[src/rtl/pacer_pkg.sv]
package pacer_pkg;

    // Control states of the pacer timer
    typedef enum logic [0:0] {
        PT_IDLE = 1'b0,   // counters held at zero, no tick
        PT_RUN  = 1'b1    // prescaler and period counter advancing
    } pt_state_e;

    // Width helper that never returns zero
    function automatic int unsigned safe_clog2(input int unsigned value);
        return (value > 1) ? $clog2(value) : 1;
    endfunction

endpackage

[src/rtl/pacer_period_reg.sv]
module pacer_period_reg #(
    parameter int unsigned PERIOD_W = 10,
    parameter int unsigned BYTE_W   = 8,
    localparam int unsigned HI_W    = PERIOD_W - BYTE_W
) (
    input  logic                clk,
    input  logic                rst_n,
    input  logic                hi_wr,
    input  logic [HI_W-1:0]     hi_data,
    input  logic                lo_wr,
    input  logic [BYTE_W-1:0]   lo_data,
    output logic [PERIOD_W-1:0] period_o,
    output logic                commit_o
);

    logic [HI_W-1:0] stage_hi;

    // Upper bits wait here until the lower-part write arrives
    always_ff @(posedge clk or negedge rst_n) begin
        if (!rst_n) begin
            stage_hi <= '0;
        end else if (hi_wr) begin
            stage_hi <= hi_data;
        end
    end

    // Active period changes only on a lower-part write
    always_ff @(posedge clk or negedge rst_n) begin
        if (!rst_n) begin
            period_o <= '0;
        end else if (lo_wr) begin
            period_o <= {stage_hi, lo_data};
        end
    end

    assign commit_o = lo_wr;

    // nothing but the lower-part write may move the active period
    assert_stage_hold_R4: assert property (@(posedge clk) disable iff (!rst_n)
        !lo_wr |=> $stable(period_o));

endmodule

[src/rtl/pacer_prescaler.sv]
module pacer_prescaler import pacer_pkg::*; #(
    parameter int unsigned CYC_PER_MS = 50000,
    localparam int unsigned PRE_W     = safe_clog2(CYC_PER_MS),
    localparam logic [PRE_W-1:0] LAST = PRE_W'(CYC_PER_MS - 1)
) (
    input  logic clk,
    input  logic rst_n,
    input  logic clear,
    output logic ms_pulse
);

    logic [PRE_W-1:0] pre_cnt;

    always_ff @(posedge clk or negedge rst_n) begin
        if (!rst_n) begin
            pre_cnt <= '0;
        end else if (clear) begin
            pre_cnt <= '0;
        end else if (pre_cnt == LAST) begin
            pre_cnt <= '0;
        end else begin
            pre_cnt <= pre_cnt + 1'b1;
        end
    end

    assign ms_pulse = !clear && (pre_cnt == LAST);

    // millisecond steps are never back to back (CYC_PER_MS >= 2)
    assert_ms_spacing_R2: assert property (@(posedge clk) disable iff (!rst_n)
        ms_pulse |=> !ms_pulse);

endmodule

[src/rtl/pacer_ms_counter.sv]
module pacer_ms_counter #(
    parameter int unsigned PERIOD_W = 10
) (
    input  logic                clk,
    input  logic                rst_n,
    input  logic                clear,
    input  logic                ms_pulse,
    input  logic [PERIOD_W-1:0] period,
    output logic                wrap
);

    logic [PERIOD_W-1:0] ms_cnt;
    logic [PERIOD_W-1:0] term;

    // Zero selects the full 2**PERIOD_W count
    always_comb begin
        if (period == '0) begin
            term = '1;
        end else begin
            term = period - 1'b1;
        end
    end

    always_ff @(posedge clk or negedge rst_n) begin
        if (!rst_n) begin
            ms_cnt <= '0;
        end else if (clear) begin
            ms_cnt <= '0;
        end else if (ms_pulse) begin
            if (ms_cnt == term) begin
                ms_cnt <= '0;
            end else begin
                ms_cnt <= ms_cnt + 1'b1;
            end
        end
    end

    assign wrap = ms_pulse && (ms_cnt == term);

    // the count never passes the terminal value of the active period
    assert_count_in_range_R2: assert property (@(posedge clk) disable iff (!rst_n)
        !clear |-> (ms_cnt <= term));

endmodule

[src/rtl/pacer_timer.sv]
module pacer_timer import pacer_pkg::*; #(
    parameter int unsigned CYC_PER_MS = 50000,
    parameter int unsigned PERIOD_W   = 10,
    parameter int unsigned BYTE_W     = 8,
    localparam int unsigned HI_W      = PERIOD_W - BYTE_W
) (
    input  logic              clk,
    input  logic              rst_n,
    input  logic              pace_en,
    input  logic              hi_wr,
    input  logic [HI_W-1:0]   hi_data,
    input  logic              lo_wr,
    input  logic [BYTE_W-1:0] lo_data,
    output logic              tick
);

    pt_state_e           state_q;
    pt_state_e           state_d;
    logic [PERIOD_W-1:0] period;
    logic                commit;
    logic                clear;
    logic                ms_pulse;
    logic                wrap;

    pacer_period_reg #(
        .PERIOD_W (PERIOD_W),
        .BYTE_W   (BYTE_W)
    ) i_period_reg (
        .clk      (clk),
        .rst_n    (rst_n),
        .hi_wr    (hi_wr),
        .hi_data  (hi_data),
        .lo_wr    (lo_wr),
        .lo_data  (lo_data),
        .period_o (period),
        .commit_o (commit)
    );

    // Counters are cleared outside PT_RUN, on STOP and on RELOAD
    assign clear = (state_q != PT_RUN) || !pace_en || commit;

    pacer_prescaler #(
        .CYC_PER_MS (CYC_PER_MS)
    ) i_prescaler (
        .clk      (clk),
        .rst_n    (rst_n),
        .clear    (clear),
        .ms_pulse (ms_pulse)
    );

    pacer_ms_counter #(
        .PERIOD_W (PERIOD_W)
    ) i_ms_counter (
        .clk      (clk),
        .rst_n    (rst_n),
        .clear    (clear),
        .ms_pulse (ms_pulse),
        .period   (period),
        .wrap     (wrap)
    );

    // Next-state logic: GO, STOP, HOLD, RELOAD
    always_comb begin
        state_d = state_q;
        unique case (state_q)
            PT_IDLE: if (pace_en)  state_d = PT_RUN;
            PT_RUN:  if (!pace_en) state_d = PT_IDLE;
            default: state_d = PT_IDLE;
        endcase
    end

    // State register
    always_ff @(posedge clk or negedge rst_n) begin
        if (!rst_n) begin
            state_q <= PT_IDLE;
        end else begin
            state_q <= state_d;
        end
    end

    // Registered tick output
    always_ff @(posedge clk or negedge rst_n) begin
        if (!rst_n) begin
            tick <= 1'b0;
        end else begin
            unique case (state_q)
                PT_IDLE: tick <= 1'b0;
                PT_RUN:  tick <= !clear && wrap;
                default: tick <= 1'b0;
            endcase
        end
    end

    // a tick never lasts two cycles
    assert_tick_single_R6: assert property (@(posedge clk) disable iff (!rst_n)
        tick |=> !tick);

    // no tick follows an edge that sees the enable low
    assert_off_silent_R7: assert property (@(posedge clk) disable iff (!rst_n)
        !pace_en |=> !tick);

    // a commit edge wins over an expiring old period
    assert_commit_no_tick_R5: assert property (@(posedge clk) disable iff (!rst_n)
        lo_wr |=> !tick);

endmodule

[config.mk]
export PLATFORM = sky130hd
export DESIGN_NAME = pacer_timer
export DESIGN_NICKNAME = d
export VERILOG_FILES = /design/src/rtl/pacer_pkg.sv /design/src/rtl/pacer_period_reg.sv /design/src/rtl/pacer_prescaler.sv /design/src/rtl/pacer_ms_counter.sv /design/src/rtl/pacer_timer.sv
export SDC_FILE = /design/constraint.sdc
export NUM_CORES = 1
export LEC_CHECK = 0
export BUFFER_PORTS_ARGS = -buffer_cell sky130_fd_sc_hd__buf_4
export CAP_MARGIN = 20
export CORE_MARGIN = 1
export CORE_UTILIZATION = 60
export DETAILED_ROUTE_END_ITERATION = 12
export GPL_TIMING_DRIVEN = 0
export PLACE_DENSITY = 0.79
export REMOVE_ABC_BUFFERS = 1
export SYNTH_ARGS = -nofsm -noshare
export SYNTH_HDL_FRONTEND = slang
export SYNTH_SLANG_ARGS = --single-unit
[constraint.sdc]
create_clock -name clk -period 4 [get_ports clk]
set_input_delay 0.2 -clock clk [delete_from_list [all_inputs] [get_ports clk]]
set_output_delay 0.2 -clock clk [all_outputs]
set_load 0.01 [all_outputs]
==> parameters.txt, run 1 <==
Parameter                              Value

GRT
  Combined global-route utilization of all metal layers ... 0.2421
  Initial antenna violation count ... 0
  Fraction of met3 tracks used by global routing ... 0.04225
  Maximum number of pins on one net before global-route repair ... 41
  Remaining Overflow, GRT ... 0
  Met2 Usage GRT ... 0.3776
  Most congested layer reported by global routing ... met2
  Number of global-route vias before repair ... around 1,700
  Fraction of met1 tracks used by global routing ... 0.3516
  Wire length of the first global-routing pass ... 7.748 mm

Setup path
  Class of the most critical setup path ... reg -> reg
  Setup crit end kind ... register
  Critical path required time ... 4.18 ns
  Type of origin of the critical path ... register
  R2R cell count ... 9
  Maximum fanout along the worst path ... 13
  Worst Path Arrival ... between 3 and 4 ns

Routing
  Number of antenna-violating nets in the routed design ... 0
  DRC violations left ... 0
  Average via count per standard cell ... ~6.0
  Initial DRC count ... approximately 120
  Final routed wire length divided by cell count ... 14.60 µm
  Vias ... roughly 1,800
  First-pass DRT Iterations ... 4
  WL final ... about 4.5 mm

STA
  Number of failing hold endpoints at the final stage ... 0
  Post-route clock skew ... 0.007471 ns
  Highest achievable clock rate ... between 300 and 400 MHz
  Final worst path period share ... 0.8262
  Final setup violation count ... 0
  Worst-margin pin slew ... between 0.8 and 0.9 ns
  Max_slew headroom ... 0.4055
  Number of pins with negative max-slew slack in the final report ... 0
  Unrepaired setup endpoints after global routing ... no
  Post-route minimum period ... 3.305 ns
  Accumulated negative setup slack ... 0 ns

Floorplan
  I/O pin total ... 16
  Placeable core region ... between 3000 and 4000 µm²
  DIE HEIGHT ... about 65 µm
  FP Rows ... 22
  Total die area ... roughly 4200 µm²
  Effective utilization at floorplan ... 0.6313
  Die width ... about 65 µm

Synth
  Cells taking the most area after synthesis ... sky130_fd_sc_hd__dfrtp_1 (43%), sky130_fd_sc_hd__nor2_1 (5.4%), sky130_fd_sc_hd__mux2_2 (4.8%)
  Number of storage elements in the synthesis netlist ... 40
  Most used DFF post-synth ... sky130_fd_sc_hd__dfrtp_1
  Fraction of the mapped netlist area in compound gates ... 0.1147
  Cell taking the most area after synthesis ... sky130_fd_sc_hd__dfrtp_1
  Adder-Cell Fraction of Synth Area ... 0.01600
  Yosys warnings ... 0
  Number of synthesized flops with an enable pin ... 0
  Simple-gate portion of the synthesized area ... 0.2619
  Mux contribution to synthesized area ... 0.06080
  Avg Synthesized Cell Area ... 9.347 µm²
  Post-synth design cell area ... approximately 2300 µm²
  Post-synthesis sequential area ratio ... 0.4267
  Dominant combinational cell family by area after synthesis ... simple AND/OR/NAND/NOR gates
  Number of instances in the synthesized netlist ... ~250
  Number of different library cells in the post-synthesis netlist ... 51
  Synth top area share ... 0.4267
  Share of synthesized flip-flops with an asynchronous set or reset ... 1.000
  Xor-xnor portion of the synthesized cell area ... 0.08053

Status
  Outcome ... complete, no violations

Clocking
  Clock Path Buffers ... 2
  CTS Root Buffer Type ... sky130_fd_sc_hd__clkbuf_8
  H-tree levels ... 2
  Num Clock Sinks ... 40
  Post-CTS sizing ... 0
  Clock Latency Late Sink ... about 0.3 ns
  Number of clock buffers inserted by TritonCTS ... 5
  CTS tree ... built
  Clock transition at the registers of the reported paths ... ~0.08 ns

Min path
  Cell depth of the worst hold path ... 1
  Worst min-delay path class ... in -> reg

Layout
  Leading cell type in the layout, fill and taps excluded ... sky130_fd_sc_hd__dfrtp_1
  Proportion of layout cells with a drive suffix above 1 ... 0.1686
  Highest-count cells in the layout ignoring fill and taps ... sky130_fd_sc_hd__dfrtp_1 (40), sky130_fd_sc_hd__nor2_1 (34), sky130_fd_sc_hd__nand2_1 (20)
  Area of all placed cells without fillers ... about 2600 µm²
  Fin nets ... between 200 and 300
  Count of non-filler cells in the finished layout ... roughly 310
  Layout Area Growth over Synthesis ... 10.35%
  Number of inserted diodes ... 0

Placed design
  IO Port Bufs ... 15
  Placed inst area ... 2452 µm²
  Detailed Place HPWL ... approximately 3.2 mm
  Routability-driven placement congestion ratio ... approximately 0.83
  Cells after DPL ... 300

Flow run
  Count of maximum capacitance violations ... 0

Pwr
  Peak supply drop ... 0.2635 mV
  Leak ... 1.059 nW
  Power Dens Cells ... between 300 and 400 nW/µm²
  Power, Total ... 0.8949 mW
-- cell families after synthesis --
logic type / count (synthesis)
mux: 13
fa+ha+maj: 3
buf+inv: 21
flops: 40
xor+xnor: 20
compound gates: 35
simple gates: 119
-- final cells by class --
type | count | area, µm²
Fill cell | 284 | 1127
Multi-Input combinational cell | 190 | 1252
Clock inverter | 1 | 30.03
Tap cell | 48 | 60.06
Sequential cell | 40 | 1001
Inverter | 7 | 26.28
Timing Repair Buffer | 16 | 122.6
Clock buffer | 7 | 96.34
-- metrics by stage --
stage                     hold slack [ns]  utilization  setup slack [ns]
after floorplan                  -0.09559            -             1.130
after CTS                         0.01484       0.6966            0.6766
after global routing              0.01295       0.6966            0.4784
after global placement             0.2107       0.6599            0.7551
after detailed placement           0.2068       0.6599            0.7017
final                             0.01792       0.6966            0.6950
-- synthesized netlist by cell type (2+ instances only) --
library cell / count
sky130_fd_sc_hd__mux2_2: 10
sky130_fd_sc_hd__nor3_1: 10
sky130_fd_sc_hd__nor2b_1: 2
sky130_fd_sc_hd__nand2_1: 20
sky130_fd_sc_hd__or2_2: 2
sky130_fd_sc_hd__o211ai_1: 6
sky130_fd_sc_hd__nor2_1: 34
sky130_fd_sc_hd__clkbuf_1: 10
sky130_fd_sc_hd__a21oi_1: 4
sky130_fd_sc_hd__nor4b_1: 2
sky130_fd_sc_hd__inv_1: 7
sky130_fd_sc_hd__and2_1: 5
sky130_fd_sc_hd__nand3_1: 19
sky130_fd_sc_hd__xnor2_1: 9
sky130_fd_sc_hd__or4_1: 2
sky130_fd_sc_hd__xor2_1: 10
sky130_fd_sc_hd__o21ai_0: 7
sky130_fd_sc_hd__and3_1: 4
sky130_fd_sc_hd__nand4_1: 5
sky130_fd_sc_hd__nor4_1: 2
sky130_fd_sc_hd__nand2b_1: 3
sky130_fd_sc_hd__mux2i_1: 3
sky130_fd_sc_hd__or3_1: 2
sky130_fd_sc_hd__a31oi_1: 5
sky130_fd_sc_hd__ha_1: 3
sky130_fd_sc_hd__dfrtp_1: 40
-- state kept, by name, indices dropped and copies added (netlist names) --
name and count:
i_ms_counter.ms_cnt 10, i_period_reg.period_o 10, i_prescaler.pre_cnt 16, i_period_reg.stage_hi 2
tick 1, state_q 1
-- what timing repair did --
| item | CTS | global route |
|---|---|---|
| hold buffers | 1 | 0 |
| hold endpoints to repair | 40 | 0 |
| setup buffers | 0 | 0 |
-- layer usage --
layer  part of all wire  vias to the layer above
li1                   -                      912
met4              0.010                        0
met1               0.49                      902
met5                  0                        -
met2               0.47                       27
met3              0.032                        5
-- worst max-delay path, stage by stage, from the launching register on --
cell	delay (ns)
sky130_fd_sc_hd__dfrtp_1	0.45
sky130_fd_sc_hd__inv_1	0.12
sky130_fd_sc_hd__ha_1	0.32
sky130_fd_sc_hd__or4b_4	0.55
sky130_fd_sc_hd__nor4_4	0.36
sky130_fd_sc_hd__o221ai_2	0.17
sky130_fd_sc_hd__a2111oi_2	0.39
sky130_fd_sc_hd__o211ai_2	0.32
sky130_fd_sc_hd__and2_1	0.27
sky130_fd_sc_hd__mux2_2	0.25
-- where the power goes --
part | total, mW | internal (mW) | switching, mW
Combinational | 0.0943 | 0.0467 | 0.0476
Sequential | 0.440 | 0.418 | 0.0222
Clock | 0.361 | 0.220 | 0.141
Total | 0.895 | 0.684 | 0.211
-- path summary, 6_finish.rpt --
check                      slack, ns                            startpoint                                    to
setup / recovery                0.70  i_period_reg.period_o[0]$_DFFE_PN0P_    i_ms_counter.ms_cnt[0]$_DFFE_PN0P_
min in group asynchronous       0.41                                 rst_n    i_ms_counter.ms_cnt[8]$_DFFE_PN0P_
hold reg to reg                 0.50      i_prescaler.pre_cnt[0]$_DFF_PN0_      i_prescaler.pre_cnt[0]$_DFF_PN0_
setup reg to reg                0.70  i_period_reg.period_o[0]$_DFFE_PN0P_    i_ms_counter.ms_cnt[0]$_DFFE_PN0P_
max in group asynchronous       3.24                                 rst_n  i_period_reg.stage_hi[0]$_DFFE_PN0P_
hold / removal                  0.02                               pace_en                     state_q$_DFF_PN0_
No activity file was read; power rests on OpenSTA's default activity.
==> run 2, diff against run 1 <==
ABC_AREA = 1   (was not set)
clock period = 3.1 ns   (was 4 ns; I/O delays follow)
==> run 2 against run 1 <==
Compared with the run above:
- critical path depth up 2
- area after synthesis grew 2.0%
- worst setup slack better by 0.076 ns
- sequential power grew 26%
- combinational power grew 41%
- clock power rose by 4%
- worst hold slack improved by 0.041 ns
- utilization up 1.3 points
- non-clock buffer count grew 1
- fmax rose by 42%
- register-to-register slack improved by 0.08 ns
- largest cell class unchanged
- highest routed layer unchanged
==> parameters.txt, run 2 <==
Parameter                              Value

Setup path
  Worst Path Arrival ... 2.52 ns (was 3.49 ns)
  Delay of the slowest cell on the worst path ... 0.41 ns (was 0.55 ns)
  Class of the most critical setup path ... reg -> reg (unchanged)
  Maximum fanout along the worst path ... 11 (was 13)
  Kind of cell with the highest combined delay on the critical path ... simple AND/OR/NAND/NOR gates (unchanged)
  Critical path required time ... 3.29 ns (was 4.18 ns)
  Standard cell with the maximum stage delay on the critical path ... sky130_fd_sc_hd__dfrtp_1 (was sky130_fd_sc_hd__or4b_4)
  Register-to-register setup slack ... 0.77 ns (was 0.70 ns)
  WP buf/inv ... 1 (unchanged)
  CP cell instances ... inv_1 -> ha_1 -> nand2_2 -> nor2_4 -> nand3_4 -> nand3_1 -> nand2_1 -> nor2_1 -> nand4_2 -> nand2_1 -> nand2_1 (was inv_1 -> ha_1 -> or4b_4 -> nor4_4 -> o221ai_2 -> a2111oi_2 -> o211ai_2 -> and2_1 -> mux2_2)
  Setup crit end kind ... register (unchanged)
  Dominant cell type by count on the critical path ... sky130_fd_sc_hd__nand2_1
  Type of origin of the critical path ... register (unchanged)

Routing
  Number of antenna-violating nets in the routed design ... 0 (unchanged)
  Final routed wire length divided by cell count ... 12.10 µm (was 14.60 µm)
  Average via count per standard cell ... 5.367 (was 5.974)
  Initial DRC count ... 106 (was 124)
  First-pass DRT Iterations ... 4 (unchanged)
  WL final ... 4.781 mm (was 4.511 mm)
  DRC violations left ... 0 (unchanged)
  Vias ... 2,120 (was 1,846)

Clocking
  Num Clock Sinks ... 40 (unchanged)
  Number of clock buffers inserted by TritonCTS ... 5 (unchanged)
  Post-CTS Repair Setup Buffers ... 0 (unchanged)
  H-tree levels ... 2 (unchanged)
  CTS tree ... built (unchanged)
  Post-CTS sizing ... 0 (unchanged)
  Quantity of hold-fixing buffers added after cts ... 2 (was 1)
  Clock Latency Late Sink ... 0.30 ns (about the same)
  Clock transition at the registers of the reported paths ... 0.09 ns (was 0.08 ns)
  Clock Path Buffers ... 2 (unchanged)
  CTS Root Buffer Type ... sky130_fd_sc_hd__clkbuf_8 (unchanged)

STA
  Accumulated negative setup slack ... 0 ns (unchanged)
  Number of failing hold endpoints at the final stage ... 0 (unchanged)
  Highest achievable clock rate ... 429.5 MHz (was 302.6 MHz)
  Post-route clock skew ... 0.007601 ns (was 0.007471 ns)
  Final setup violation count ... 0 (unchanged)
  Final worst path period share ... 0.7511 (was 0.8262)
  Unrepaired setup endpoints after global routing ... no (unchanged)
  Number of pins with negative max-slew slack in the final report ... 0 (unchanged)
  Worst-margin pin slew ... 0.7575 ns (was 0.8876 ns)
  Post-route minimum period ... 2.329 ns (was 3.305 ns)
  Max_slew headroom ... 0.4945 (was 0.4055)

Placed design
  Routability-driven placement congestion ratio ... 0.8357 (was 0.8321)
  Placed inst area ... 2537 µm² (was 2452 µm²)
  IO Port Bufs ... 15 (unchanged)
  Detailed Place HPWL ... 3.396 mm (was 3.236 mm)

GRT
  Wire length of the first global-routing pass ... 8.645 mm (was 7.748 mm)
  Maximum number of pins on one net before global-route repair ... 41 (unchanged)
  Combined global-route utilization of all metal layers ... 0.2629 (was 0.2421)
  Initial antenna violation count ... 0 (unchanged)
  Number of global-route vias before repair ... 2,137 (was 1,663)
  Remaining Overflow, GRT ... 0 (unchanged)

Pwr
  Leak ... 1.152 nW (was 1.059 nW)
  Power, Total ... 1.062 mW (was 0.8949 mW)
  Peak supply drop ... 0.2964 mV (was 0.2635 mV)
  Power Dens Cells ... 399.9 nW/µm² (was 345.7 nW/µm²)

Layout
  Area of all placed cells without fillers ... 2655 µm² (was 2589 µm²)
  Number of flip-flops in the largest register ... 16 (unchanged)
  Register containing the most flip-flops in the final layout ... i_prescaler.pre_cnt (unchanged)
  Filler cell count ... 304 (was 284)
  Layout Area Growth over Synthesis ... 10.98% (was 10.35%)
  Number of inserted diodes ... 0 (unchanged)
  Fin nets ... 364 (was 278)
  Regs by FF count ... i_prescaler.pre_cnt x16, i_ms_counter.ms_cnt x10, i_period_reg.period_o x10 (unchanged)
  Highest-count cells in the layout ignoring fill and taps ... sky130_fd_sc_hd__nand2_1 (100), sky130_fd_sc_hd__dfrtp_1 (40), sky130_fd_sc_hd__nor2_1 (38) (was sky130_fd_sc_hd__dfrtp_1 (40), sky130_fd_sc_hd__nor2_1 (34), sky130_fd_sc_hd__nand2_1 (20))
  Leading cell type in the layout, fill and taps excluded ... sky130_fd_sc_hd__nand2_1 (was sky130_fd_sc_hd__dfrtp_1)
  Proportion of layout cells with a drive suffix above 1 ... 0.1585 (was 0.1686)

Floorplan
  Effective utilization at floorplan ... 0.6390 (was 0.6313)
  I/O pin total ... 16 (unchanged)
  Placeable core region ... 3744 µm² (was 3716 µm²)
  FP Rows ... 22 (unchanged)
  DIE HEIGHT ... 65.15 µm (was 64.53 µm)
  Die width ... 65.15 µm (was 64.53 µm)
  Total die area ... 4244 µm² (was 4164 µm²)

Synth
  Number of synthesized flops with an enable pin ... 0 (unchanged)
  Cell taking the most area after synthesis ... sky130_fd_sc_hd__dfrtp_1 (unchanged)
  Share of synthesized flip-flops with an asynchronous set or reset ... 1.000 (unchanged)
  Yosys warnings ... 0 (unchanged)
  Avg Synthesized Cell Area ... 7.316 µm² (was 9.347 µm²)
  Number of different library cells in the post-synthesis netlist ... 31 (was 51)
  Post-synthesis sequential area ratio ... 0.4184 (was 0.4267)
  Synth top area share ... 0.4184 (was 0.4267)
  Cell types with the highest counts after synthesis ... sky130_fd_sc_hd__nand2_1 (100), sky130_fd_sc_hd__dfrtp_1 (40), sky130_fd_sc_hd__nor2_1 (38) (was sky130_fd_sc_hd__dfrtp_1 (40), sky130_fd_sc_hd__nor2_1 (34), sky130_fd_sc_hd__nand2_1 (20))
  Number of instances in the synthesized netlist ... 327 (was 251)
  Most common cell in the synthesized netlist ... sky130_fd_sc_hd__nand2_1 (was sky130_fd_sc_hd__dfrtp_1)
  Most used DFF post-synth ... sky130_fd_sc_hd__dfrtp_1 (unchanged)
  Post-synth design cell area ... 2392 µm² (was 2346 µm²)
  Number of storage elements in the synthesis netlist ... 40 (unchanged)
  Cells taking the most area after synthesis ... sky130_fd_sc_hd__dfrtp_1 (42%), sky130_fd_sc_hd__nand2_1 (16%), sky130_fd_sc_hd__nor2_1 (6.0%) (was sky130_fd_sc_hd__dfrtp_1 (43%), sky130_fd_sc_hd__nor2_1 (5.4%), sky130_fd_sc_hd__mux2_2 (4.8%))

Min path
  Worst min-delay path class ... in -> reg (unchanged)

Flow run
  Count of maximum capacitance violations ... 0 (unchanged)

Status
  Outcome ... complete, no violations (unchanged)
[run 2: worst paths after layout]
path                                                 startpoint                                   end  depth (start not counted)
max in group asynchronous                                 rst_n      i_prescaler.pre_cnt[5]$_DFF_PN0_                          2
max                        i_period_reg.period_o[0]$_DFFE_PN0P_    i_ms_counter.ms_cnt[8]$_DFFE_PN0P_                         11
min in group asynchronous                                 rst_n  i_period_reg.period_o[3]$_DFFE_PN0P_                          2
max reg2reg                i_period_reg.period_o[0]$_DFFE_PN0P_    i_ms_counter.ms_cnt[8]$_DFFE_PN0P_                         11
min reg2reg                    i_prescaler.pre_cnt[0]$_DFF_PN0_      i_prescaler.pre_cnt[0]$_DFF_PN0_                          1
min                                                  lo_data[4]  i_period_reg.period_o[4]$_DFFE_PN0P_                          3
[run 2: worst register-to-register path, stage by stage (launching register included)]
cell and delay, ns:
sky130_fd_sc_hd__dfrtp_1 0.41, sky130_fd_sc_hd__inv_1 0.21, sky130_fd_sc_hd__ha_1 0.30, sky130_fd_sc_hd__nand2_2 0.11
sky130_fd_sc_hd__nor2_4 0.13, sky130_fd_sc_hd__nand3_4 0.14, sky130_fd_sc_hd__nand3_1 0.13, sky130_fd_sc_hd__nand2_1 0.08
sky130_fd_sc_hd__nor2_1 0.15, sky130_fd_sc_hd__nand4_2 0.32, sky130_fd_sc_hd__nand2_1 0.17, sky130_fd_sc_hd__nand2_1 0.06
[run 2: layer usage]
| layer | GRT usage | wire [µm] | vias up |
|---|---|---|---|
| met5 | 0 | 0 | - |
| met4 | 0.1087 | 86 | 0 |
| met3 | 0.04514 | 125 | 11 |
| met2 | 0.4805 | 2424 | 32 |
| met1 | 0.3015 | 2145 | 985 |
| li1 | - | - | 1092 |
[run 2: kinds of logic after synthesis]
kind of cell               Yosys count  synth area share
buffers and inverters               45           0.07427
adders and majority gates            3           0.01569
xor gates and xnor gates             5           0.01831
DFF                                 40            0.4184
and+or+nand+nor                    202            0.3991
AOI/OAI and AO/OA                   31           0.06957
muxes                                1          0.004707
[run 2: final cells by class]
class,count,area [µm²],area share
Clock buffer,6,82.58,0.03110
Clock inverter,2,15.01,0.005655
Inverter,40,150.1,0.05655
Multi-Input combinational cell,242,1214,0.4571
Sequential cell,40,1001,0.3770
Tap cell,48,60.06,0.02262
Timing Repair Buffer,17,132.6,0.04995
[run 2: report_power, final]
part,switching (mW),internal (mW),total [mW]
logic,0.0829,0.0505,0.133
registers,0.0170,0.537,0.554
clock network,0.194,0.180,0.374
[run 2: per-stage QoR]
step | std cells | setup WS (ns) | hold slack [ns] | util
6_report | 395 | 0.7715 | 0.05916 | 0.7092
5_1_grt | 395 | 0.5820 | 0.06578 | 0.7092
4_1_cts | 395 | 0.8012 | 0.06273 | 0.7092
3_5_place_dp | 385 | 0.8841 | 0.1572 | 0.6778
3_3_place_gp | 385 | 0.8959 | 0.1555 | 0.6778
2_1_floorplan | 322 | 1.223 | -0.1406 | -
